$ cat src/rtl/txn_pkg.sv
// Package: shared types for the transaction engine.
// Holds the engine state encoding used by the top module.
package txn_pkg;
    typedef enum logic [2:0] {
        ST_IDLE,
        ST_GRANT,
        ST_SEND,
        ST_WAIT,
        ST_DONE
    } eng_state_t;
endpackage

$ cat src/rtl/rr_pick.sv
// Round-robin picker. It selects the first requesting client at or after
// the pointer, counting upward and wrapping. The pointer moves past a
// client when the owner signals that client was granted.
// Assumes: advance is a single-cycle strobe and adv_from < N.
module rr_pick #(
    parameter int N  = 3,
    parameter int IW = 2
) (
    input  logic          clk,
    input  logic          rst_n,
    input  logic [N-1:0]  req,
    input  logic          advance,
    input  logic [IW-1:0] adv_from,
    output logic          win_valid,
    output logic [IW-1:0] win_idx
);
    logic [IW-1:0] ptr_q;

    // Search the request vector, starting from the pointer.
    always_comb begin
        win_valid = 1'b0;
        win_idx   = '0;
        for (int k = 0; k < N; k++) begin
            int c;
            c = int'(ptr_q) + k;
            if (c >= N) c = c - N;
            if (!win_valid && req[c]) begin
                win_valid = 1'b1;
                win_idx   = IW'(c);
            end
        end
    end

    // Move the pointer to the client after the one just granted.
    always_ff @(posedge clk) begin
        if (!rst_n)
            ptr_q <= '0;
        else if (advance)
            ptr_q <= (adv_from == IW'(N - 1)) ? '0 : adv_from + 1'b1;
    end
endmodule

$ cat src/rtl/resp_timer.sv
// Reply wait counter. It is cleared when a wait starts and counts while
// the engine waits. It reports expiry once the count reaches the limit.
// Assumes: limit is stable during a wait.
module resp_timer #(
    parameter int TW = 8
) (
    input  logic          clk,
    input  logic          rst_n,
    input  logic          clr,
    input  logic          run,
    input  logic [TW-1:0] limit,
    output logic          expired
);
    logic [TW-1:0] cnt_q;

    // Expiry is flagged once the count has reached the limit.
    assign expired = run && (cnt_q >= limit);

    // Clear on wait entry; count while waiting, saturating at expiry.
    always_ff @(posedge clk) begin
        if (!rst_n)
            cnt_q <= '0;
        else if (clr)
            cnt_q <= '0;
        else if (run && !expired)
            cnt_q <= cnt_q + 1'b1;
    end
endmodule

$ cat src/rtl/txn_share_engine.sv
// Shared transaction engine. One send/wait sequence serves N_CLI clients.
// Round-robin arbitration runs from idle only. The index of the granted
// client is latched as a return tag. The packet goes out on a valid/ready
// port. The reply, or a timeout, is returned to the tagged client alone.
// Assumes: a client holds its request and packet until its grant cycle.
module txn_share_engine
    import txn_pkg::*;
#(
    parameter int N_CLI = 3,
    parameter int PKT_W = 8,
    parameter int RSP_W = 8,
    parameter int TMO_W = 8
) (
    input  logic               clk,
    input  logic               rst_n,
    input  logic [N_CLI-1:0]   cli_req,
    input  logic [N_CLI*PKT_W-1:0] cli_pkt,
    output logic [N_CLI-1:0]   cli_gnt,
    output logic               tx_valid,
    output logic [PKT_W-1:0]   tx_data,
    input  logic               tx_ready,
    input  logic               rx_valid,
    input  logic [RSP_W-1:0]   rx_data,
    input  logic [TMO_W-1:0]   tmo_limit,
    output logic [N_CLI-1:0]   cli_done,
    output logic [RSP_W-1:0]   cli_rdata,
    output logic               cli_tmo
);
    localparam int IW = (N_CLI > 1) ? $clog2(N_CLI) : 1;

    eng_state_t       state_q;
    logic [IW-1:0]    tag_q;
    logic [PKT_W-1:0] pkt_q;
    logic [RSP_W-1:0] rdata_q;
    logic             tmo_q;
    logic             win_valid;
    logic [IW-1:0]    win_idx;
    logic             expired;
    logic [PKT_W-1:0] lane [N_CLI];

    // Split the flat packet bus into per-client lanes.
    for (genvar g = 0; g < N_CLI; g++) begin : g_lane
        assign lane[g] = cli_pkt[g*PKT_W +: PKT_W];
    end

    rr_pick #(.N(N_CLI), .IW(IW)) u_arb (
        .clk       (clk),
        .rst_n     (rst_n),
        .req       (cli_req),
        .advance   (state_q == ST_GRANT),
        .adv_from  (tag_q),
        .win_valid (win_valid),
        .win_idx   (win_idx)
    );

    resp_timer #(.TW(TMO_W)) u_tmr (
        .clk     (clk),
        .rst_n   (rst_n),
        .clr     (state_q == ST_SEND),
        .run     (state_q == ST_WAIT),
        .limit   (tmo_limit),
        .expired (expired)
    );

    // Sequence: grant, send, wait for reply or timeout, return to tag.
    always_ff @(posedge clk) begin
        if (!rst_n) begin
            state_q <= ST_IDLE;
            tag_q   <= '0;
            pkt_q   <= '0;
            rdata_q <= '0;
            tmo_q   <= 1'b0;
        end else begin
            case (state_q)
                ST_IDLE: if (win_valid) begin
                    tag_q   <= win_idx;
                    state_q <= ST_GRANT;
                end
                ST_GRANT: begin
                    pkt_q   <= lane[tag_q];
                    state_q <= ST_SEND;
                end
                ST_SEND: if (tx_ready) state_q <= ST_WAIT;
                ST_WAIT: if (rx_valid) begin
                    rdata_q <= rx_data;
                    tmo_q   <= 1'b0;
                    state_q <= ST_DONE;
                end else if (expired) begin
                    rdata_q <= '0;
                    tmo_q   <= 1'b1;
                    state_q <= ST_DONE;
                end
                ST_DONE: state_q <= ST_IDLE;
                default: state_q <= ST_IDLE;
            endcase
        end
    end

    // Decode the tag into per-client grant and done strobes.
    for (genvar g = 0; g < N_CLI; g++) begin : g_strobe
        assign cli_gnt[g]  = (state_q == ST_GRANT) && (tag_q == IW'(g));
        assign cli_done[g] = (state_q == ST_DONE)  && (tag_q == IW'(g));
    end

    // Drive the transmit port and the reply outputs.
    assign tx_valid  = (state_q == ST_SEND);
    assign tx_data   = pkt_q;
    assign cli_rdata = (state_q == ST_DONE) ? rdata_q : '0;
    assign cli_tmo   = (state_q == ST_DONE) && tmo_q;

    AST_GNT_ONEHOT: assert property (@(posedge clk) disable iff (!rst_n)
        $onehot0(cli_gnt));
    AST_GNT_WAS_REQ: assert property (@(posedge clk) disable iff (!rst_n)
        (|cli_gnt) |-> (|(cli_gnt & $past(cli_req))));
    AST_GNT_TO_SEND: assert property (@(posedge clk) disable iff (!rst_n)
        (|cli_gnt) |=> tx_valid);
    AST_TX_HOLD: assert property (@(posedge clk) disable iff (!rst_n)
        (tx_valid && !tx_ready) |=> (tx_valid && $stable(tx_data)));
    AST_DONE_ONEHOT: assert property (@(posedge clk) disable iff (!rst_n)
        $onehot0(cli_done));
    AST_DONE_PULSE: assert property (@(posedge clk) disable iff (!rst_n)
        (|cli_done) |=> !(|cli_done));
    AST_TMO_NODATA: assert property (@(posedge clk) disable iff (!rst_n)
        cli_tmo |-> ((|cli_done) && (cli_rdata == '0)));
    AST_QUIET: assert property (@(posedge clk) disable iff (!rst_n)
        !(|cli_done) |-> (!cli_tmo && (cli_rdata == '0)));
endmodule

$ cat config.mk
export PLATFORM = sky130hd
export DESIGN_NAME = txn_share_engine
export DESIGN_NICKNAME = d
export VERILOG_FILES = /design/src/rtl/txn_pkg.sv /design/src/rtl/rr_pick.sv /design/src/rtl/resp_timer.sv /design/src/rtl/txn_share_engine.sv
export SDC_FILE = /design/constraint.sdc
export NUM_CORES = 1
export LEC_CHECK = 0
export ABC_AREA = 0
export BUFFER_PORTS_ARGS = -buffer_cell sky130_fd_sc_hd__buf_2
export CAP_MARGIN = 30
export CORE_ASPECT_RATIO = 1.25
export CORE_UTILIZATION = 50
export DETAILED_ROUTE_END_ITERATION = 6
export PLACE_DENSITY_LB_ADDON = 0.15
export SLEW_MARGIN = 25
export SYNTH_ARGS = -nofsm -noshare
export SYNTH_HDL_FRONTEND = slang
export SYNTH_SLANG_ARGS = --single-unit
$ cat constraint.sdc
create_clock -name clk -period 2.7 [get_ports clk]
set_input_delay 0.27 -clock clk [delete_from_list [all_inputs] [get_ports clk]]
set_output_delay 0.27 -clock clk [all_outputs]
set_load 0.005 [all_outputs]
# Word level (Yosys, flattened, before mapping)
# Cells that the tools add are included.
# totals
reg_bits	32
inputBits	47
output_inout_bits	24
wordCells	86
# op_classes
add_sub_neg	7
n_lt_le_gt_ge	8
n_eq_ne	9
mux	32
n_bitwise	2
reduce_logical	21
# ops
op	count
32-bit by 4-bit < comparator with 1-bit output (second input constant)	3
32-bit 2-to-1 mux	3
32-bit by 3-bit >= comparator with 1-bit output (second input constant)	2
32-bit by 3-bit subtractor with 32-bit output (second input constant)	2
8-bit 2-to-1 mux	5
8-bit binary-select mux with 2-bit select	1
3-bit 2-to-1 mux	4
3-bit case mux with 4 select lines	1
1-bit logical AND	11
1-bit 2-to-1 mux	11
8-bit by 1-bit adder with 8-bit output (second input constant)	1
8-bit >= comparator	1
2-bit 2-to-1 mux	4
1-bit binary-select mux with 2-bit select	3
3-bit by 2-bit equality test with 1-bit output (second input constant)	2
2-bit by 1-bit inequality test with 1-bit output (second input constant)	2
2-bit AND reduction	2
2-bit by 1-bit adder with 3-bit output (second input constant)	1
2-bit by 2-bit adder with 3-bit output (second input constant)	1
3-bit by 1-bit equality test with 1-bit output (second input constant)	1
3-bit equality test (second input constant)	1
3-bit >= comparator (second input constant)	1
1-bit logical NOT	3
3-bit logical NOT	1
12 further kinds	12

# Logic depth before layout (Yosys ltp)
# Gate-level depths: netlist (run 1).
# depth
word_depth	14
depth_mapped	8

# Modules after synthesis
# Synthesis (run 1) repeated with hierarchy kept, for this count alone.
# hier_totals
cells_unflattened	245
area_unflattened_um2	2133.3
# by_module_without_submodules
mod	n_inst	cells_per_inst	area_each_um2	seq_area_each_um2
txn_share_engine	1	135	1209.9	440.4
resp_timer	1	70	595.6	160.2
rr_pick	1	40	327.8	40.0

# Worst setup path after synthesis (run 1)
# OpenSTA, ideal clock, no wires.
# synth_path
path_type	flip-flop to flip-flop
start	reg u_tmr.cnt_q[1]
end	reg u_tmr.cnt_q[5]
setup_time_ns	0.121
arrival_ns	2.075
t_required_ns	2.579
setup_slack_ns	0.504
path_stages_with_launch	8
path_buffers	1
cell_sequence	dfxtp_1 > ha_1 > nor2b_1 > o211a_1 > o311a_4 > buf_6 > nor4_1 > mux2_2
# synth_via
elab_chain_cells	4
# synth_lines
item	line	text
start, declared	resp_timer.sv:14	logic [TW-1:0] cnt_q;
start signal, assigned	resp_timer.sv:26	cnt_q <= cnt_q + 1'b1;
8-bit >= comparator	resp_timer.sv:17	assign expired = run && (cnt_q >= limit);
1-bit logical AND	resp_timer.sv:17	
1-bit logical NOT	resp_timer.sv:25	else if (run && !expired)
1-bit logical AND	resp_timer.sv:25	
# Several ways; a longest one is shown, not always the timed one.
# A chain may end at the register's enable or synchronous reset.

# Worst setup path after layout (run 1)
# layout_path
start	reg u_tmr.cnt_q[1]
end	reg state_q[1]
# layout_via
elab_chain_cells	4
# layout_lines
item	line	text
8-bit >= comparator	resp_timer.sv:17	
1-bit logical AND	resp_timer.sv:17	
3-bit inequality test (no source line)	-	
3-bit AND reduction (no source line)	-	
end signal, assigned	txn_share_engine.sv:68	state_q <= ST_IDLE;
end signal, assigned	txn_share_engine.sv:77	state_q <= ST_GRANT;
end signal, assigned	txn_share_engine.sv:81	state_q <= ST_SEND;
end, declared	txn_share_engine.sv:31	eng_state_t state_q;
# Every way passes these cells.

==> summary.md, run 1 <==
| Metric | Value |
|---|---|
| Worst vdd ir | `0.366 mV` |
| Synthesized flop and latch total | `32` |
| Critical path's slowest cell | `or3_1` |
| Util after Layout | `0.655` |
| Seq. cell area | `641 um^2` |
| Most common cell after layout, fill and taps aside | `buf_2` |
| Vias in the first global route | `1947` |
| Hold_buf cts | `0` |
| Initial antenna violation count | `0` |
| IO Port Bufs | `70` |
| Most frequent cells in the layout | `70 x buf_2, 32 x dfxtp_1, 22 x nand2_1, 21 x and3_1, 18 x nor2_1` |
| CTS buffer count | `5` |
| Grt total ovfl | `0` |
| Worst Setup Slack, final | `0.268 ns` |
| Clock Power Share | `0.249` |
| First-pass GRT wire length | `8.59 mm` |
| Antenna Violating Nets Remaining | `0` |
| Cells on worst reg2reg path | `6` |
| Worst slew margin | `0.498` |
| # nets final | `384` |
| Status | `complete, no violations` |
| Vias | `roughly 2200` |
| P_sw | `522 uW` |
| DR iter-0 viols | `approximately 110` |
| Post-CTS Setup Inserts | `0` |
| DP HPWL | `3.69 mm` |
| RSZ-0062 raised after global routing | `no` |
| Cell area after synthesis | `roughly 2100 um^2` |
| Synthesis-to-finish area growth | `21.9%` |
| Hold Crit Class | `input pin to register` |
| Pre-CTS WS | `0.274 ns` |
| Leak Pwr | `0.00122 uW` |
| Worst Path Class, Setup | `register to register` |
| CP max stage delay | `about 0.54 ns` |
| YS warnings | `0` |
| WL final | `just over 5 mm` |
| FF-to-FF setup slack | `0.27 ns` |
| MaxCap Viol Count | `0` |
| Netlist cell types | `43` |
| R2R Path Start | `u_tmr.cnt_q[1]` |
| # IOs | `71` |
| Post-synth EDFFs | `0` |
| Fill count | `383` |
| Post-route cell area | `2540 um^2` |
| Placer Congestion | `0.911` |
| Avg Cell Area, Syn | `a little under 8 um^2` |
| Multi-input gate area | `1300 um^2` |
| TritonCTS Sinks | `32` |
| Drt drc | `0` |
| CTS resizes | `0` |
| Crit path max-delay family | `compound AO/OA/AOI/OAI gates` |
| Syn nets | `322` |
| Critical path arrival | `2.61 ns` |
| Cell count after synthesis | `roughly 260` |
| Critical path endpoint | `state_q[1]` |
| R2r endpoint | `state_q[1]` |
| CP Depth | `6` |
| Root buffer cell | `clkbuf_8` |
| GRT Util Overall | `0.250` |
| H-tree depth | `2` |
| Placeable Area | `3880 um^2` |
| CP startpoint | `u_tmr.cnt_q[1]` |
| Seq/Total Area, Yosys | `0.308` |
| Antenna diode count | `0` |
| Final setup fails | `0` |
| Worst Max-Slew Pin Slew | `approximately 0.75 ns` |
| Via density | `5.67` |
| Clk_lat worst skew | `roughly 0.28 ns` |
| Routed WL per cell | `13.3 um` |
| Max Fclk | `411 MHz` |
| Seq pwr share | `0.400` |
| Initial Util | `0.537` |
| Largest net degree at the start of global routing | `21` |
| Skew final | `roughly 0.0023 ns` |
| Clock Path Buffers | `2` |
| Pint | `981 uW` |
| Crit Path Max Fanout | `13` |
| Critical Path RT | `2.88 ns` |
| Max-slew violation count | `0` |
| Critical path endpoint category | `register` |
| Die Area | `about 4400 um^2` |
| Share of layout cells above drive strength 1 | `0.264` |
| Row cnt | `25` |
| Pwr per Cell Area | `592 nW/um^2` |
| Setup TNS | `0 ns` |
| Placed cell areas | `2450 um^2` |
| Minimum clock period | `roughly 2.4 ns` |
| CP Launch Type | `register` |
| First drt pass iteration count | `4` |
| Fin crit share | `0.901` |
| Die height | `around 74 um` |
| Crit-path cells | `ha_1 > nor2b_1 > o211a_1 > o311a_4 > or3_1 > a2111oi_4` |
| TritonCTS clock tree | `done` |
| Combinational group share of total power | `0.351` |
| CP Buf/Inv Count | `0` |
| Top_reg_cell synth | `dfxtp_1` |
| Final Hold Vio Count | `0` |
| Die Width | `59.7 um` |
| Sw Share | `0.347` |
| Worst-path clk slew | `0.06 ns` |
| FFs w/ async S/R, synth | `0` |
kinds of logic (layout without fill, tap and decap cells):
logic type | Yosys count | count (layout) | share of synthesized area
compound gates | 74 | 74 | 0.254
mux | 8 | 8 | 0.0391
flops | 32 | 32 | 0.308
simple gates | 103 | 103 | 0.259
buf+inv | 34 | 97 | 0.0685
fa+ha+maj | 12 | 12 | 0.0721
area by class of cell:
cell class	count	share of cell area
Multi-Input combinational cell	197	0.514
Sequential cell	32	0.252
Timing Repair Buffer	74	0.150
Clock buffer	8	0.0355
Tap cell	54	0.0266
Inverter	15	0.0222
through the flow:
stage	cells	hold WS, ns	total power (uW)
global route	380	0.227	1620
detailed placement	372	0.461	1140
finish	380	0.227	1500
global placement	372	0.461	1120
floorplan	263	0.406	964
CTS	380	0.228	1510
Yosys cell counts, types with 2 or more instances:
master | instances | area [um^2]
nand4_1 | 2 | 12.5
nor2_1 | 18 | 67.6
o21a_1 | 2 | 15.0
nand2b_1 | 4 | 25.0
or4_1 | 4 | 30.0
clkbuf_1 | 17 | 63.8
a31o_2 | 2 | 17.5
nand2_1 | 22 | 82.6
nor3b_1 | 4 | 30.0
a211oi_1 | 5 | 37.5
a21oi_1 | 13 | 65.1
dfxtp_1 | 32 | 641
buf_6 | 2 | 22.5
mux2i_1 | 7 | 70.1
o22ai_1 | 2 | 12.5
o31ai_1 | 3 | 22.5
a221o_1 | 5 | 50.1
nand3_1 | 6 | 30.0
nor3_1 | 7 | 35.0
a31oi_1 | 11 | 68.8
ha_1 | 12 | 150
o21ai_0 | 17 | 85.1
and3_1 | 21 | 131
a221oi_1 | 2 | 17.5
nor2b_1 | 6 | 37.5
or3_1 | 3 | 18.8
inv_1 | 15 | 56.3
and2_1 | 4 | 25.0
worst min-delay path by stage:
stage | startpoint | end | cells after the start
after CTS | cli_pkt[1] | tx_data[1] | 3
after global placement | tmo_q | tmo_q | 2
after floorplan | cli_pkt[1] | tx_data[1] | 2
final | cli_pkt[1] | tx_data[1] | 3
after detailed placement | tmo_q | tmo_q | 2
after global routing | cli_pkt[7] | tx_data[7] | 3
power groups by stage:
stage          logic, uW  clock network (uW)  registers, uW
4_1_cts              528                 381            601
6_report             527                 374            601
2_1_floorplan        389                   0            575
3_5_place_dp         525                   0            610
5_1_grt              595                 408            613
3_3_place_gp         513                   0            608
state kept, by name (all words and copies together), names as in the netlist:
| register | cells |
|---|---|
| rdata_q | 8 |
| state_q | 3 |
| tag_q | 2 |
| tmo_q | 1 |
| tx_data | 8 |
| u_arb.ptr_q | 2 |
| u_tmr.cnt_q | 8 |
per-layer routing:
metal  up-vias  share of wire  GRT usage
met2        52           0.52      0.437
met4         0         0.0067     0.0646
met1      1007           0.43      0.302
met5         -              0          0
met3         4          0.045     0.0609
li1       1092              -          -
worst reg2reg max path, cell delays in order (launching register included):
cell,delay (ns)
dfxtp_1,0.41
ha_1,0.27
nor2b_1,0.13
o211a_1,0.23
o311a_4,0.41
or3_1,0.55
a2111oi_4,0.34
(Power assumes the default switching activity.)
==> inputs of run 2 (changes only) <==
- CORE_UTILIZATION: 50 -> 52
- CTS_BUF_LIST: unset -> sky130_fd_sc_hd__clkbuf_2
==> run 2 against run 1 <==
  * Clock-buffer cell count shrank 3
  * Wire length shrank 4.8%
  * Via count shrank 3.2%
  * Worst hold slack worse by 0.12 ns
  * Final cell count unchanged
  * Setup slack got worse by 0.069 ns
  * Clock power shrank 15%
  * Sequential cell count is the same
  * Design area shrank 1.1%
  * Critical path type unchanged
  * Largest cell class unchanged
==> summary.md, run 2 (synthesized netlist as in run 1, its figures left out) <==
| Metric | Value |
|---|---|
| CTS buffer count | `5` |
| WHS Path Cells | `3` |
| Initial Util | `0.546` |
| Die height | `72.7 um` |
| Hold Crit Class | `input pin to register` |
| DR iter-0 viols | `109` |
| Antenna diode count | `0` |
| Placer Congestion | `0.841` |
| Initial antenna violation count | `0` |
| Max Fclk | `roughly 400 MHz` |
| CP startpoint | `u_tmr.cnt_q[1]` |
| Critical path arrival | `~2.8 ns` |
| Most frequent cells in the layout | `70 x buf_2, 32 x dfxtp_1, 22 x nand2_1, 21 x and3_1, 18 x nor2_1` |
| Die Area | `about 4300 um^2` |
| Worst Setup Slack, final | `0.199 ns` |
| WL final | `4.80 mm` |
| Synthesis-to-finish area growth | `20.6%` |
| Tot Pwr | `about 1400 uW` |
| Row cnt | `25` |
| Worst Max-Slew Pin Slew | `0.796 ns` |
| Seq pwr share | `0.416` |
| P_sw | `about 510 uW` |
| R2R Path Start | `u_tmr.cnt_q[1]` |
| Skew final | `0.0174 ns` |
| Fin crit share | `0.926` |
| Worst vdd ir | `0.360 mV` |
| Multi-input gate area | `1300 um^2` |
| Crit path max-delay family | `compound AO/OA/AOI/OAI gates` |
| Final Hold Vio Count | `0` |
| First drt pass iteration count | `4` |
| H-tree depth | `2` |
| Vias in the first global route | `1812` |
| Die Width | `just under 60 um` |
| Fill count | `377` |
| Pint | `924 uW` |
| Worst Path Class, Setup | `register to register` |
| Seq. cell area | `641 um^2` |
| Minimum clock period | `2.50 ns` |
| TritonCTS Sinks | `32` |
| # nets final | `around 380` |
| Antenna Violating Nets Remaining | `0` |
| Sw Share | `0.357` |
| Largest net degree at the start of global routing | `21` |
| Routed WL per cell | `12.6 um` |
| Worst-path clk slew | `approximately 0.17 ns` |
| Min-delay src | `cli_pkt[4]` |
| Most common cell after layout, fill and taps aside | `buf_2` |
| Placeable Area | `~3800 um^2` |
| Critical path endpoint category | `register` |
| Worst slew margin | `0.468` |
| Root buffer cell | `clkbuf_2` |
| TritonCTS clock tree | `done` |
| RSZ-0062 raised after global routing | `no` |
| Critical path's slowest cell | `or3_1` |
| Clock Path Buffers | `2` |
| Hold_buf cts | `0` |
| Clk_lat worst skew | `~0.37 ns` |
| CP Launch Type | `register` |
| CTS resizes | `0` |
| Final setup fails | `0` |
| Crit-path cells | `ha_1 > nor2b_1 > o211a_1 > o311a_4 > or3_1 > a2111oi_4` |
| CP Depth | `6` |
| Pwr per Cell Area | `573 nW/um^2` |
| IO Port Bufs | `70` |
| DP HPWL | `3.51 mm` |
| Max-slew violation count | `0` |
| R2r endpoint | `state_q[1]` |
| CP Buf/Inv Count | `0` |
| Leak Pwr | `0.00121 uW` |
| Setup TNS | `0 ns` |
| Grt total ovfl | `0` |
| Combinational group share of total power | `0.363` |
| Pre-CTS WS | `between 0.2 and 0.3 ns` |
| Critical Path RT | `2.97 ns` |
| First-pass GRT wire length | `between 7 and 8 mm` |
| Status | `complete, no violations` |
| Share of layout cells above drive strength 1 | `0.264` |
| MaxCap Viol Count | `0` |
| Crit Path Max Fanout | `13` |
| Cells on worst reg2reg path | `6` |
| Vias | `about 2100` |
| GRT Util Overall | `0.240` |
| Via density | `5.49` |
| Critical path endpoint | `state_q[1]` |
| Drt drc | `0` |
| Post-CTS Setup Inserts | `0` |
| FF-to-FF setup slack | `0.20 ns` |
| Clock Power Share | `0.221` |
| CP max stage delay | `0.55 ns` |
| # IOs | `roughly 70` |
[run 2: cell types whose count changed in the layout (fill, tap and decap cells not counted)]
cell       change
clkbuf_2       +5
bufinv_16      +1
clkbuf_8       -6
clkbuf_1       -2
clkinv_1       +2
[run 2: power groups by stage]
stage / Clock, uW / Combinational (uW) / Sequential (uW)
3_3_place_gp: 0 / 513 / 607
3_5_place_dp: 0 / 520 / 609
4_1_cts: 318 / 524 / 599
2_1_floorplan: 0 / 389 / 575
5_1_grt: 350 / 589 / 608
6_report: 318 / 522 / 598
[run 2: layout make-up]
cell class	instances	area share
multi-input combinational	197	0.519
clock buffer	5	0.00997
inverter	15	0.0224
tap	54	0.0269
clock inverter	3	0.0149
timing repair buffer	74	0.151
sequential	32	0.255
[run 2: per-layer routing]
metal  part of all wire  up-vias  global-route usage  wire, um
met1               0.43      934               0.279      2070
met5                  0        -                   0         0
li1                   -     1094                   -         -
met3              0.052        5              0.0550       249
met2               0.51       54               0.441      2430
met4             0.0083        0              0.0556        40
[run 2: how the worst min path moves through the flow]
| stage | to | slack [ns] |
|---|---|---|
| after floorplan | tx_data[1] | 0.41 |
| after global placement | tmo_q | 0.46 |
| after detailed placement | tmo_q | 0.47 |
| after CTS | tx_data[4] | 0.11 |
| after global routing | tx_data[2] | 0.08 |
| final | tx_data[4] | 0.11 |
[run 2: worst reg2reg max path, cell delays in order, from the launching register on]
cell and delay (ns):
dfxtp_1 0.46, ha_1 0.28, nor2b_1 0.13, o211a_1 0.22, o311a_4 0.42, or3_1 0.55, a2111oi_4 0.35
[run 2: per-stage QoR]
stage | area (um^2) | hold slack (ns) | std cells | utilization
2_1_floorplan | 2080 | 0.406 | 263 | -
3_3_place_gp | 2450 | 0.456 | 372 | 0.642
3_5_place_dp | 2450 | 0.466 | 372 | 0.642
4_1_cts | 2510 | 0.115 | 380 | 0.658
5_1_grt | 2510 | 0.0844 | 380 | 0.658
6_report | 2510 | 0.110 | 380 | 0.658
==> inputs of run 3 (changes only) <==
- SETUP_SLACK_MARGIN: unset -> 0.2
==> run 3 against run 2 <==
  * Clock-buffer cell count did not move
  * Critical path type unchanged
  * Clock skew fell by 0.0025 ns
  * Non-clock buffer count did not move
  * Clock power barely moved
  * Highest routed layer unchanged
==> summary.md, run 3 (synthesized netlist as in run 1, its figures left out) <==
| Metric | Value |
|---|---|
| Crit Path Max Fanout | `13` |
| Max-slew violation count | `0` |
| DR iter-0 viols | `between 100 and 150` |
| Tot Pwr | `1440 uW` |
| Final Hold Vio Count | `0` |
| # nets final | `approximately 380` |
| MaxCap Viol Count | `0` |
| Placer Congestion | `0.841` |
| CP Launch Type | `register` |
| TritonCTS Sinks | `32` |
| Worst vdd ir | `0.357 mV` |
| Die Area | `between 4000 and 5000 um^2` |
| Status | `complete, no violations` |
| Initial Util | `0.546` |
| Critical Path RT | `2.97 ns` |
| Placed cells | `372` |
| CTS buffer count | `5` |
| Leak Pwr | `0.00121 uW` |
| # IOs | `71` |
| Placeable Area | `3820 um^2` |
| Clock Path Buffers | `2` |
| Die height | `72.7 um` |
| Initial antenna violation count | `0` |
| Placed cell areas | `2450 um^2` |
| Antenna diode count | `0` |
| Final setup fails | `0` |
| Max Fclk | `423 MHz` |
| Vias | `2088` |
| First drt pass iteration count | `4` |
| Setup TNS | `0 ns` |
| Most common cell after layout, fill and taps aside | `buf_2` |
| Hold Crit Class | `input pin to register` |
| Row cnt | `25` |
| Synthesis-to-finish area growth | `21.3%` |
| RSZ-0062 raised after global routing | `no` |
| Clk_lat worst skew | `0.37 ns` |
| TritonCTS clock tree | `done` |
| Die Width | `58.6 um` |
| Share of layout cells above drive strength 1 | `0.273` |
| WHS | `roughly 0.11 ns` |
| Fin crit share | `0.875` |
| GRT Util Overall | `0.239` |
| Drt drc | `0` |
| Critical path endpoint category | `register` |
| First-pass GRT wire length | `7.88 mm` |
| IO Port Bufs | `70` |
| Routed WL per cell | `12.7 um` |
| Most frequent cells in the layout | `70 x buf_2, 32 x dfxtp_1, 21 x and3_1, 21 x nand2_1, 18 x nor2_1` |
| Via density | `5.49` |
| H-tree depth | `2` |
| Root buffer cell | `clkbuf_2` |
| Post-route cell area | `around 2500 um^2` |
| Worst slew margin | `0.479` |
| Minimum clock period | `2.36 ns` |
| R2R Path Start | `u_tmr.cnt_q[1]` |
| Worst-path clk slew | `0.17 ns` |
| DP HPWL | `3.51 mm` |
| Skew final | `~0.015 ns` |
| Grt total ovfl | `0` |
| Pwr per Cell Area | `570 nW/um^2` |
| Critical path arrival | `2.64 ns` |
| Worst Max-Slew Pin Slew | `0.779 ns` |
| Worst Path Class, Setup | `register to register` |
| CP startpoint | `u_tmr.cnt_q[1]` |
| Antenna Violating Nets Remaining | `0` |
| Min-delay src | `cli_pkt[4]` |
| Vias in the first global route | `1805` |
| Hold_buf cts | `0` |
| WL final | `approximately 4.8 mm` |
| Non-filler cells, final | `380` |
| Largest net degree at the start of global routing | `21` |
==> run 3: cell types whose count changed in the layout (fill, tap and decap cells not counted) <==
| cell | previous run | this run |
|---|---|---|
| nand2_1 | 22 | 21 |
| or3_4 | 0 | 1 |
| nand2_2 | 0 | 1 |
| a221oi_1 | 2 | 1 |
| a221oi_2 | 0 | 1 |
| or3_1 | 3 | 2 |
==> run 3: path summary, 6_finish.rpt <==
check / endpoint / slack, ns / cells past startpoint
setup / recovery: state_q[1] / 0.34 / 6
hold / removal: tx_data[4] / 0.11 / 3
setup reg to reg: state_q[1] / 0.34 / 6
hold reg to reg: tmo_q / 0.49 / 2
==> run 3: cell type report <==
cell class	count	area (um^2)
fill	376	1290
inverter	15	56.3
tap	54	67.6
multi-input combinational	197	1320
timing repair buffer	74	380
sequential	32	641
clock buffer	5	25.0
clock inverter	3	37.5
==> run 3: metrics by stage <==
step	worst slack [ns]	util
after floorplan	0.504	-
after global placement	0.280	0.642
after detailed placement	0.260	0.642
after CTS	0.306	0.659
after global routing	0.208	0.662
final	0.336	0.662
==> run 3: worst max-delay path, cell delays in order, from the launching register on <==
cell       delay, ns
dfxtp_1         0.46
ha_1            0.28
nor2b_1         0.13
o211a_1         0.22
o311a_4         0.42
or3_4           0.46
a2111oi_4       0.30
==> run 3: where the power goes <==
group | total (uW) | internal [uW] | leakage [uW] | switching, uW
Clock | 317 | 151 | 0.0000380 | 166
Sequential | 598 | 534 | 0.000261 | 64.1
Combinational | 523 | 240 | 0.000913 | 283
Total | 1440 | 925 | 0.00121 | 514
==> run 3: per-layer routing <==
layer  vias to the layer above  wire length [um]  global-route usage
li1                       1095                 -                   -
met1                       939              2090               0.276
met2                        49              2440               0.441
met3                         5               230              0.0550
met4                         0                40              0.0556
met5                         -                 0                   0
==> run 3: what timing repair did <==
item	4_1_cts	5_1_grt
resized for setup	1	2
gates cloned	0	0
buffers inserted	0	0
setup endpoints to repair	1	1
